<file path="config.mk">
export PLATFORM = sky130hd
export DESIGN_NAME = ctlreg_i2c_slave
export DESIGN_NICKNAME = d
export VERILOG_FILES = /design/src/rtl/i2cw_pkg.sv /design/src/rtl/i2cw_line_filter.sv /design/src/rtl/i2cw_regbank.sv /design/src/rtl/i2cw_proto.sv /design/src/rtl/ctlreg_i2c_slave.sv
export SDC_FILE = /design/constraint.sdc
export NUM_CORES = 1
export LEC_CHECK = 0
export BUFFER_PORTS_ARGS = -buffer_cell sky130_fd_sc_hd__clkbuf_2
export CORE_MARGIN = 2
export CORE_UTILIZATION = 40
export DETAILED_ROUTE_END_ITERATION = 10
export GPL_TIMING_DRIVEN = 0
export MAX_ROUTING_LAYER = met4
export SLEW_MARGIN = 20
export SYNTH_ARGS = -nofsm -noshare
export SYNTH_HDL_FRONTEND = slang
export SYNTH_SLANG_ARGS = --single-unit
</file>
<file path="constraint.sdc">
create_clock -name clk -period 2.9 [get_ports clk]
set_clock_uncertainty 0.15 [all_clocks]
set_input_delay 0.145 -clock clk [delete_from_list [all_inputs] [get_ports clk]]
set_output_delay 0.145 -clock clk [all_outputs]
set_load 0.05 [all_outputs]
</file>
<file path="src/rtl/i2cw_pkg.sv">
package i2cw_pkg;

   typedef enum logic [2:0] {
      PH_IDLE,
      PH_ADDR,
      PH_CMD,
      PH_CNT,
      PH_WDATA,
      PH_RDATA
   } i2cw_phase_e;

   function automatic int idx_w(input int n);
      return (n > 1) ? $clog2(n) : 1;
   endfunction

endpackage

</file>
<file path="src/rtl/i2cw_line_filter.sv">
module i2cw_line_filter #(
   parameter int SYNC_STAGES = 2,
   parameter int FILT_LEN    = 3
) (
   input  logic clk,
   input  logic rst_n,
   input  logic line_i,
   output logic line_o
);

   if (SYNC_STAGES < 2) begin : g_bad_sync
      $error("i2cw_line_filter: SYNC_STAGES must be at least 2");
   end
   if (FILT_LEN < 1) begin : g_bad_filt
      $error("i2cw_line_filter: FILT_LEN must be at least 1");
   end

   logic [SYNC_STAGES-1:0] sync_q;
   logic [FILT_LEN-1:0]    hist_q;
   logic                   q;

   always_ff @(posedge clk or negedge rst_n) begin
      if (!rst_n) sync_q <= '1;
      else        sync_q <= {sync_q[SYNC_STAGES-2:0], line_i};
   end

   if (FILT_LEN == 1) begin : g_hist_one
      always_ff @(posedge clk or negedge rst_n) begin
         if (!rst_n) hist_q <= '1;
         else        hist_q <= sync_q[SYNC_STAGES-1];
      end
   end else begin : g_hist_many
      always_ff @(posedge clk or negedge rst_n) begin
         if (!rst_n) hist_q <= '1;
         else        hist_q <= {hist_q[FILT_LEN-2:0], sync_q[SYNC_STAGES-1]};
      end
   end

   always_ff @(posedge clk or negedge rst_n) begin
      if (!rst_n)         q <= 1'b1;
      else if (&hist_q)   q <= 1'b1;
      else if (~|hist_q)  q <= 1'b0;
   end

   assign line_o = q;

   assert_rise_after_agree_R10: assert property (@(posedge clk) disable iff (!rst_n)
      $rose(q) |-> $past(&hist_q));
   assert_fall_after_agree_R10: assert property (@(posedge clk) disable iff (!rst_n)
      $fell(q) |-> $past(~|hist_q));

endmodule

</file>
<file path="src/rtl/i2cw_regbank.sv">
module i2cw_regbank #(
   parameter int                      NUM_REGS     = 4,
   parameter logic [NUM_REGS*8-1:0]   REG_DEFAULTS = '0,
   localparam int                     IW           = i2cw_pkg::idx_w(NUM_REGS)
) (
   input  logic                  clk,
   input  logic                  rst_n,
   input  logic                  we_i,
   input  logic [IW-1:0]         widx_i,
   input  logic [7:0]            wdata_i,
   input  logic [IW-1:0]         ridx_i,
   output logic [7:0]            rdata_o,
   output logic [NUM_REGS*8-1:0] bank_o
);

   logic [7:0] bank_q [NUM_REGS];

   for (genvar g = 0; g < NUM_REGS; g++) begin : g_reg
      always_ff @(posedge clk or negedge rst_n) begin
         if (!rst_n)                              bank_q[g] <= REG_DEFAULTS[8*g +: 8];
         else if (we_i && (widx_i == IW'(g)))     bank_q[g] <= wdata_i;
      end
      assign bank_o[8*g +: 8] = bank_q[g];
   end

   always_comb begin
      rdata_o = '0;
      for (int i = 0; i < NUM_REGS; i++) begin
         if (ridx_i == IW'(i)) rdata_o = bank_q[i];
      end
   end

   assert_bank_hold_R6: assert property (@(posedge clk) disable iff (!rst_n)
      !we_i |=> $stable(bank_o));
   assert_widx_range_R5: assert property (@(posedge clk) disable iff (!rst_n)
      we_i |-> (int'(widx_i) < NUM_REGS));

endmodule

</file>
<file path="src/rtl/i2cw_proto.sv">
module i2cw_proto import i2cw_pkg::*; #(
   parameter int          NUM_REGS = 4,
   parameter logic [6:0]  DEV_ADDR = 7'b1101001,
   parameter logic [7:0]  CMD_CODE = 8'h00,
   localparam int         IW       = i2cw_pkg::idx_w(NUM_REGS),
   localparam int         PW       = $clog2(NUM_REGS + 1)
) (
   input  logic          clk,
   input  logic          rst_n,
   input  logic          scl_f,
   input  logic          sda_f,
   input  logic [7:0]    rdata_i,
   output logic          we_o,
   output logic [IW-1:0] widx_o,
   output logic [7:0]    wdata_o,
   output logic [IW-1:0] ridx_o,
   output logic          sda_oe_o
);

   logic          scl_q, sda_q;
   logic          scl_rise, scl_fall, start_c, stop_c;
   i2cw_phase_e   phase_q;
   logic [3:0]    bitcnt_q;
   logic [7:0]    shreg_q, tx_q, cnt_q;
   logic          ack_q, mack_q, oe_q;
   logic [PW-1:0] ptr_q;
   logic          we_q;
   logic [IW-1:0] widx_q;
   logic [7:0]    wdata_q;
   logic          cnt_ok, room_ok, ptr_last;

   always_ff @(posedge clk or negedge rst_n) begin
      if (!rst_n) begin
         scl_q <= 1'b1;
         sda_q <= 1'b1;
      end else begin
         scl_q <= scl_f;
         sda_q <= sda_f;
      end
   end

   assign scl_rise = scl_f & ~scl_q;
   assign scl_fall = ~scl_f & scl_q;
   assign start_c  = scl_f & scl_q & sda_q & ~sda_f;
   assign stop_c   = scl_f & scl_q & ~sda_q & sda_f;

   assign cnt_ok   = (shreg_q != 8'd0) && ({1'b0, shreg_q} <= 9'(NUM_REGS));
   assign room_ok  = 9'(ptr_q) < {1'b0, cnt_q};
   assign ptr_last = (ptr_q == PW'(NUM_REGS - 1));

   always_ff @(posedge clk or negedge rst_n) begin
      if (!rst_n) begin
         phase_q  <= PH_IDLE;
         bitcnt_q <= '0;
         shreg_q  <= '0;
         tx_q     <= '0;
         cnt_q    <= '0;
         ack_q    <= 1'b0;
         mack_q   <= 1'b0;
         oe_q     <= 1'b0;
         ptr_q    <= '0;
         we_q     <= 1'b0;
         widx_q   <= '0;
         wdata_q  <= '0;
      end else begin
         we_q <= 1'b0;
         if (start_c) begin
            phase_q  <= PH_ADDR;
            bitcnt_q <= '0;
            ack_q    <= 1'b0;
            mack_q   <= 1'b0;
            oe_q     <= 1'b0;
         end else if (stop_c) begin
            phase_q <= PH_IDLE;
            ack_q   <= 1'b0;
            mack_q  <= 1'b0;
            oe_q    <= 1'b0;
         end else if (phase_q != PH_IDLE) begin
            if (scl_rise) begin
               if (mack_q) begin
                  if (sda_f) begin
                     phase_q <= PH_IDLE;
                     mack_q  <= 1'b0;
                  end
               end else if (!ack_q && phase_q != PH_RDATA) begin
                  shreg_q  <= {shreg_q[6:0], sda_f};
                  bitcnt_q <= bitcnt_q + 4'd1;
               end
            end else if (scl_fall) begin
               if (ack_q || mack_q) begin
                  ack_q  <= 1'b0;
                  mack_q <= 1'b0;
                  if (phase_q == PH_RDATA) begin
                     oe_q     <= ~rdata_i[7];
                     tx_q     <= {rdata_i[6:0], 1'b0};
                     bitcnt_q <= 4'd1;
                  end else begin
                     oe_q     <= 1'b0;
                     bitcnt_q <= '0;
                  end
               end else if (phase_q == PH_RDATA) begin
                  if (bitcnt_q == 4'd8) begin
                     oe_q   <= 1'b0;
                     mack_q <= 1'b1;
                     ptr_q  <= ptr_last ? '0 : ptr_q + 1'b1;
                  end else begin
                     oe_q     <= ~tx_q[7];
                     tx_q     <= {tx_q[6:0], 1'b0};
                     bitcnt_q <= bitcnt_q + 4'd1;
                  end
               end else if (bitcnt_q == 4'd8) begin
                  unique case (phase_q)
                     PH_ADDR: begin
                        if (shreg_q[7:1] == DEV_ADDR) begin
                           ack_q   <= 1'b1;
                           oe_q    <= 1'b1;
                           ptr_q   <= '0;
                           phase_q <= shreg_q[0] ? PH_RDATA : PH_CMD;
                        end else begin
                           phase_q <= PH_IDLE;
                        end
                     end
                     PH_CMD: begin
                        if (shreg_q == CMD_CODE) begin
                           ack_q   <= 1'b1;
                           oe_q    <= 1'b1;
                           phase_q <= PH_CNT;
                        end else begin
                           phase_q <= PH_IDLE;
                        end
                     end
                     PH_CNT: begin
                        if (cnt_ok) begin
                           ack_q   <= 1'b1;
                           oe_q    <= 1'b1;
                           cnt_q   <= shreg_q;
                           phase_q <= PH_WDATA;
                        end else begin
                           phase_q <= PH_IDLE;
                        end
                     end
                     PH_WDATA: begin
                        if (room_ok) begin
                           ack_q   <= 1'b1;
                           oe_q    <= 1'b1;
                           we_q    <= 1'b1;
                           widx_q  <= ptr_q[IW-1:0];
                           wdata_q <= shreg_q;
                           ptr_q   <= ptr_q + 1'b1;
                        end else begin
                           phase_q <= PH_IDLE;
                        end
                     end
                     default: phase_q <= PH_IDLE;
                  endcase
               end
            end
         end
      end
   end

   assign we_o     = we_q;
   assign widx_o   = widx_q;
   assign wdata_o  = wdata_q;
   assign ridx_o   = ptr_q[IW-1:0];
   assign sda_oe_o = oe_q;

   assert_drive_while_low_R2: assert property (@(posedge clk) disable iff (!rst_n)
      $rose(oe_q) |-> !scl_f);
   assert_idle_released_R8: assert property (@(posedge clk) disable iff (!rst_n)
      (phase_q == PH_IDLE) |-> !oe_q);
   assert_write_from_data_R5: assert property (@(posedge clk) disable iff (!rst_n)
      we_q |-> $past(phase_q == PH_WDATA));
   assert_bitcnt_range_R5: assert property (@(posedge clk) disable iff (!rst_n)
      bitcnt_q <= 4'd8);
   assert_start_restarts_R7: assert property (@(posedge clk) disable iff (!rst_n)
      start_c |=> (phase_q == PH_ADDR) && !oe_q);

endmodule

</file>
<file path="src/rtl/ctlreg_i2c_slave.sv">
module ctlreg_i2c_slave #(
   parameter int                    NUM_REGS     = 4,
   parameter logic [6:0]            DEV_ADDR     = 7'b1101001,
   parameter logic [7:0]            CMD_CODE     = 8'h00,
   parameter logic [NUM_REGS*8-1:0] REG_DEFAULTS = 32'hC30F_FF81,
   parameter int                    SYNC_STAGES  = 2,
   parameter int                    FILT_LEN     = 3
) (
   input  logic                  clk,
   input  logic                  rst_n,
   input  logic                  scl_i,
   input  logic                  sda_i,
   output logic                  sda_drive_low_o,
   output logic [NUM_REGS*8-1:0] ctrl_regs_o
);

   localparam int IW = i2cw_pkg::idx_w(NUM_REGS);

   if (NUM_REGS < 1 || NUM_REGS > 255) begin : g_bad_regs
      $error("ctlreg_i2c_slave: NUM_REGS must lie in 1..255");
   end
   if (SYNC_STAGES < 2) begin : g_bad_sync
      $error("ctlreg_i2c_slave: SYNC_STAGES must be at least 2");
   end
   if (FILT_LEN < 1) begin : g_bad_filt
      $error("ctlreg_i2c_slave: FILT_LEN must be at least 1");
   end

   logic [1:0]    raw_lines, clean_lines;
   logic          we;
   logic [IW-1:0] widx, ridx;
   logic [7:0]    wdata, rdata;

   assign raw_lines = {sda_i, scl_i};

   for (genvar l = 0; l < 2; l++) begin : g_line
      i2cw_line_filter #(
         .SYNC_STAGES (SYNC_STAGES),
         .FILT_LEN    (FILT_LEN)
      ) u_filt (
         .clk    (clk),
         .rst_n  (rst_n),
         .line_i (raw_lines[l]),
         .line_o (clean_lines[l])
      );
   end

   i2cw_proto #(
      .NUM_REGS (NUM_REGS),
      .DEV_ADDR (DEV_ADDR),
      .CMD_CODE (CMD_CODE)
   ) u_proto (
      .clk      (clk),
      .rst_n    (rst_n),
      .scl_f    (clean_lines[0]),
      .sda_f    (clean_lines[1]),
      .rdata_i  (rdata),
      .we_o     (we),
      .widx_o   (widx),
      .wdata_o  (wdata),
      .ridx_o   (ridx),
      .sda_oe_o (sda_drive_low_o)
   );

   i2cw_regbank #(
      .NUM_REGS     (NUM_REGS),
      .REG_DEFAULTS (REG_DEFAULTS)
   ) u_bank (
      .clk     (clk),
      .rst_n   (rst_n),
      .we_i    (we),
      .widx_i  (widx),
      .wdata_i (wdata),
      .ridx_i  (ridx),
      .rdata_o (rdata),
      .bank_o  (ctrl_regs_o)
   );

endmodule

</file>
==> impl.org <==
** Cells and area
- For this run, the post-layout net count is 448.
- After routing the design area is 5000 um2.
- In the final layout, the share of cells above drive strength 1 is 0.319.
- Post-synthesis to final-layout area growth :: 13.8%
- Post-route core utilization :: 0.463
- The repair_antennas step left the layout with diodes totalling 0.

** Worst setup path
- Of all nets on the critical path, the largest fanout is 10.
- The worst register-to-register path ends at u_proto.widx_o[1].
- The critical path contains buffers and inverters numbering 3 combined.
- Cells on worst reg2reg path :: 8
- Slowest cell delay on critical path :: 0.55 ns
- Family with the most delay on the worst path :: simple AND/OR/NAND/NOR gates
- Data on the critical path arrives at its endpoint at 2.54 ns.
- Critical path type :: flip-flop to flip-flop
- Walking the worst path, the cells encountered are inv_1, ha_1, clkbuf_1, nand2b_1, nor2_1, and3_1, buf_6, mux2_1.
- Critical path's slowest cell :: sky130_fd_sc_hd__dfstp_2
- Launching element type of the critical path :: flip-flop
- Worst path required time :: 3.01 ns
- Worst reg2reg startpoint :: u_proto.scl_q
- Sort of element at the end of the critical path :: flip-flop
- In this run the register-to-register setup slack is 0.47 ns.

** GRT
- The first global-routing pass estimated 15.0 mm of wire.
- Met3 layer usage reported by global route :: 0.0359
- Global-route usage over all layers :: 0.172
- Met2 Track Usage GR :: 0.241
- The number of antenna violations at the first check in global routing is 0.
- Met1 usage :: 0.239
- Entering global routing, the biggest net connects 94 pins.
- Routing layer with the top usage in global route :: met2
- The number of global-route vias before repair was 2906.
- For this run the aggregate overflow at the end of global routing stands at 0.

** Timing
- Hold violation count in the final report :: 0
- Derived from the worst setup path, the maximum achievable clock frequency is 411 MHz.
- For the pin with the worst max-slew slack, the measured transition is 0.734 ns.
- Number of setup violations in the final report :: 0
- The max-slew violation total from the final report came to 0.
- Clock period minus final worst setup slack :: 2.43 ns
- Final period utilization :: 0.839
- After routing, the total negative slack on setup checks comes to 0 ns.
- Hold Worst Slack :: 0.209 ns
- RSZ-0062 raised after global routing :: false
- Headroom to the max-slew limit came out at 0.509.

** Clocking
- Setup bufs post-CTS :: 0
- The tree built by TritonCTS fans out to 93 sinks.
- CTS built an H-tree with a depth of 3.
- Post-CTS repair changed the size of 0 cells.
- Counting along the longest clock path gives a buffer depth of 2.
- Clock tree from TritonCTS :: built
- The root buffer cell chosen for the clock tree is sky130_fd_sc_hd__clkbuf_8.
- Clk_lat worst skew :: 0.37 ns
- Num CTS Buffers :: 9
- Clock-pin slew was measured on the worst setup and hold paths at 0.09 ns.

** Synth
- Counting flops and latches in the post-synthesis netlist gives 93.
- Yosys printed 0 warnings.
- Leading cell type by number of instances after synthesis :: sky130_fd_sc_hd__dfrtp_1
- Primary flip-flop cell chosen by synthesis mapping :: sky130_fd_sc_hd__dfrtp_1
- Summed over all instances, the cell type with the most area after synthesis is sky130_fd_sc_hd__dfrtp_1.
- After synthesis, the mean cell area works out to 11.5 um2.
- EDFF count, synth :: 0
- After technology mapping, the gate count stands at 381.
- When the netlist entered floorplanning its net count stood at 398.
- The share of synthesized area in the top cell type comes to 0.347.
- Cells taking the most area after synthesis :: sky130_fd_sc_hd__dfrtp_1, sky130_fd_sc_hd__dfstp_2, sky130_fd_sc_hd__mux2_2
- Number of unique standard cell types used by synthesis :: 52
- Proportion of register bits with asynchronous set or reset after synthesis :: 1.00
- For this run, the register share of the synthesized area comes to 0.539.
- List of most frequent post-synthesis cells :: sky130_fd_sc_hd__dfrtp_1, sky130_fd_sc_hd__mux2_2, sky130_fd_sc_hd__dfstp_2, sky130_fd_sc_hd__nand2_1, sky130_fd_sc_hd__o21ai_0
- Synthesized cell area :: 4390 um2

** Route
- Average via count per standard cell :: 5.32
- Count of routing violations after the opening detailed-route iteration :: 195
- Routed Wire Length :: 9.27 mm
- For this block, the via count after detailed routing is 3066.
- Total DRC errors in the routed layout :: 0
- The first detailed-routing pass ran for 4 iterations.
- Routed len/inst :: 16.1 um
- Count of antenna-violating nets left after detailed routing :: 0

** Die
- The region available for standard cell placement spans 10800 um2.
- Die Wd :: 109 um
- For this configuration, the core starts out at a cell density of 0.407.
- 37 I/O pins were placed.
- The floorplan step set the die height to 109 um.
- The floorplan step defined a die boundary enclosing 11800 um2.
- Number of rows in the core area :: 38

** Power
- The worst-case IR drop observed on VDD is 0.352 mV.
- After layout, the design draws a total of 2880 uW.
- For this design the ratio of total power to cell area is 576 nW/um2.
- Static power due to leakage :: 0.00229 uW

** Min path
- Endpoint of the worst hold path :: g_line[1].u_filt.hist_q[0]
- In this run the most critical hold path is launched from g_line[1].u_filt.sync_q[1].
- The worst hold path passes through 0 cells.
- HP Class :: flip-flop to flip-flop

** Placed design
- Weighted congestion at the end of routability-driven global placement :: 0.839
- After legalization and detailed placement, the total HPWL measured 6.57 mm.
- In this run the tool buffered the top-level ports with 36 buffer cells.
- The placed instances occupy a cell area of 4760 um2.

** Outcome
- The run finished with clean final reports.

** Job
- Max-cap violations in this run came to 0.
-- logic make-up (layout without fill, tap and decap cells) --
group | count (synthesis) | after routing | share of synthesized area
AND/OR/NAND/NOR | 104 | 104 | 0.126
buffers and inverters | 30 | 85 | 0.0282
AO/OA/AOI/OAI | 84 | 84 | 0.125
adder cells (fa/ha/maj) | 13 | 13 | 0.0370
multiplexers | 57 | 57 | 0.145
flip-flops | 93 | 93 | 0.539
-- state kept, by name, indices dropped and copies added (netlist names), 2 cells and up --
name,flops
g_line.u_filt.hist_q,6
u_proto.shreg_q,8
u_proto.ptr_q,3
u_proto.tx_q,7
u_proto.phase_q,3
u_bank.bank_o,32
u_proto.widx_o,2
u_proto.bitcnt_q,4
u_proto.cnt_q,8
g_line.u_filt.sync_q,4
u_proto.wdata_o,8
g_line.u_filt.line_o,2
-- stage by stage --
stage	instances	setup slack [ns]
floorplan	381	0.706
global placement	557	0.447
detailed placement	557	0.469
CTS	576	0.460
global route	576	0.328
finish	576	0.468
-- cell type report --
| class | count | area, um2 |
|---|---|---|
| well taps | 140 | 175 |
| plain buffers | 15 | 67.6 |
| multi-input cells | 258 | 1900 |
| clock buffers | 11 | 151 |
| flip-flops and latches | 93 | 2370 |
| clock inverters | 5 | 58.8 |
| inverters | 15 | 56.3 |
| fillers | 976 | 5790 |
| repair buffers | 39 | 219 |
-- how the worst max path moves through the flow --
stage	end	cells after the start	start
floorplan	u_proto.wdata_o[0]	8	u_proto.scl_q
global placement	u_bank.bank_o[28]	1	rst_n
detailed placement	u_proto.widx_o[1]	8	u_proto.scl_q
CTS	u_proto.wdata_o[3]	8	u_proto.scl_q
global route	u_proto.bitcnt_q[3]	8	u_proto.scl_q
finish	u_proto.widx_o[1]	8	u_proto.scl_q
-- what timing repair did --
item / CTS / global route
endpoints found under the setup margin: 0 / 0
hold buffers: 3 / 0
hold endpoints to repair: 63 / 0
-- cell usage in the layout, fill, tap and decap left out, drive strengths merged, types with 3 or more instances in the layout --
cell          n
and2          7
nor3          3
a211o         3
nand2        32
ha           13
nand3b        8
o31ai         3
o211ai        7
a21oi        21
mux2         54
nor2         18
clkbuf       58
dfstp        32
o41ai         3
o21a          3
nand4         4
dfrtp        61
buf           4
inv          15
nand3         7
mux2i         3
nor2b        10
dlygate4sd3   3
o21ai        32
-- per-layer routing --
metal	up-vias	wire, um
met1	1532	4530
met5	-	0
met4	0	249
li1	1468	-
met2	48	4270
met3	18	225
-- worst register-to-register path: stages (launching register included) --
cell	delay [ns]
sky130_fd_sc_hd__dfstp_2	0.55
sky130_fd_sc_hd__inv_1	0.04
sky130_fd_sc_hd__ha_1	0.16
sky130_fd_sc_hd__clkbuf_1	0.21
sky130_fd_sc_hd__nand2b_1	0.24
sky130_fd_sc_hd__nor2_1	0.21
sky130_fd_sc_hd__and3_1	0.25
sky130_fd_sc_hd__buf_6	0.17
sky130_fd_sc_hd__mux2_1	0.34
-- power by group --
| group | leakage (uW) | switching, uW | internal, uW |
|---|---|---|---|
| Clock | 0.000102 | 462 | 445 |
| Combinational | 0.00101 | 329 | 190 |
| Sequential | 0.00117 | 72.1 | 1380 |
| Total | 0.00229 | 863 | 2020 |
Note: power is estimated with default switching activity, not from simulation.
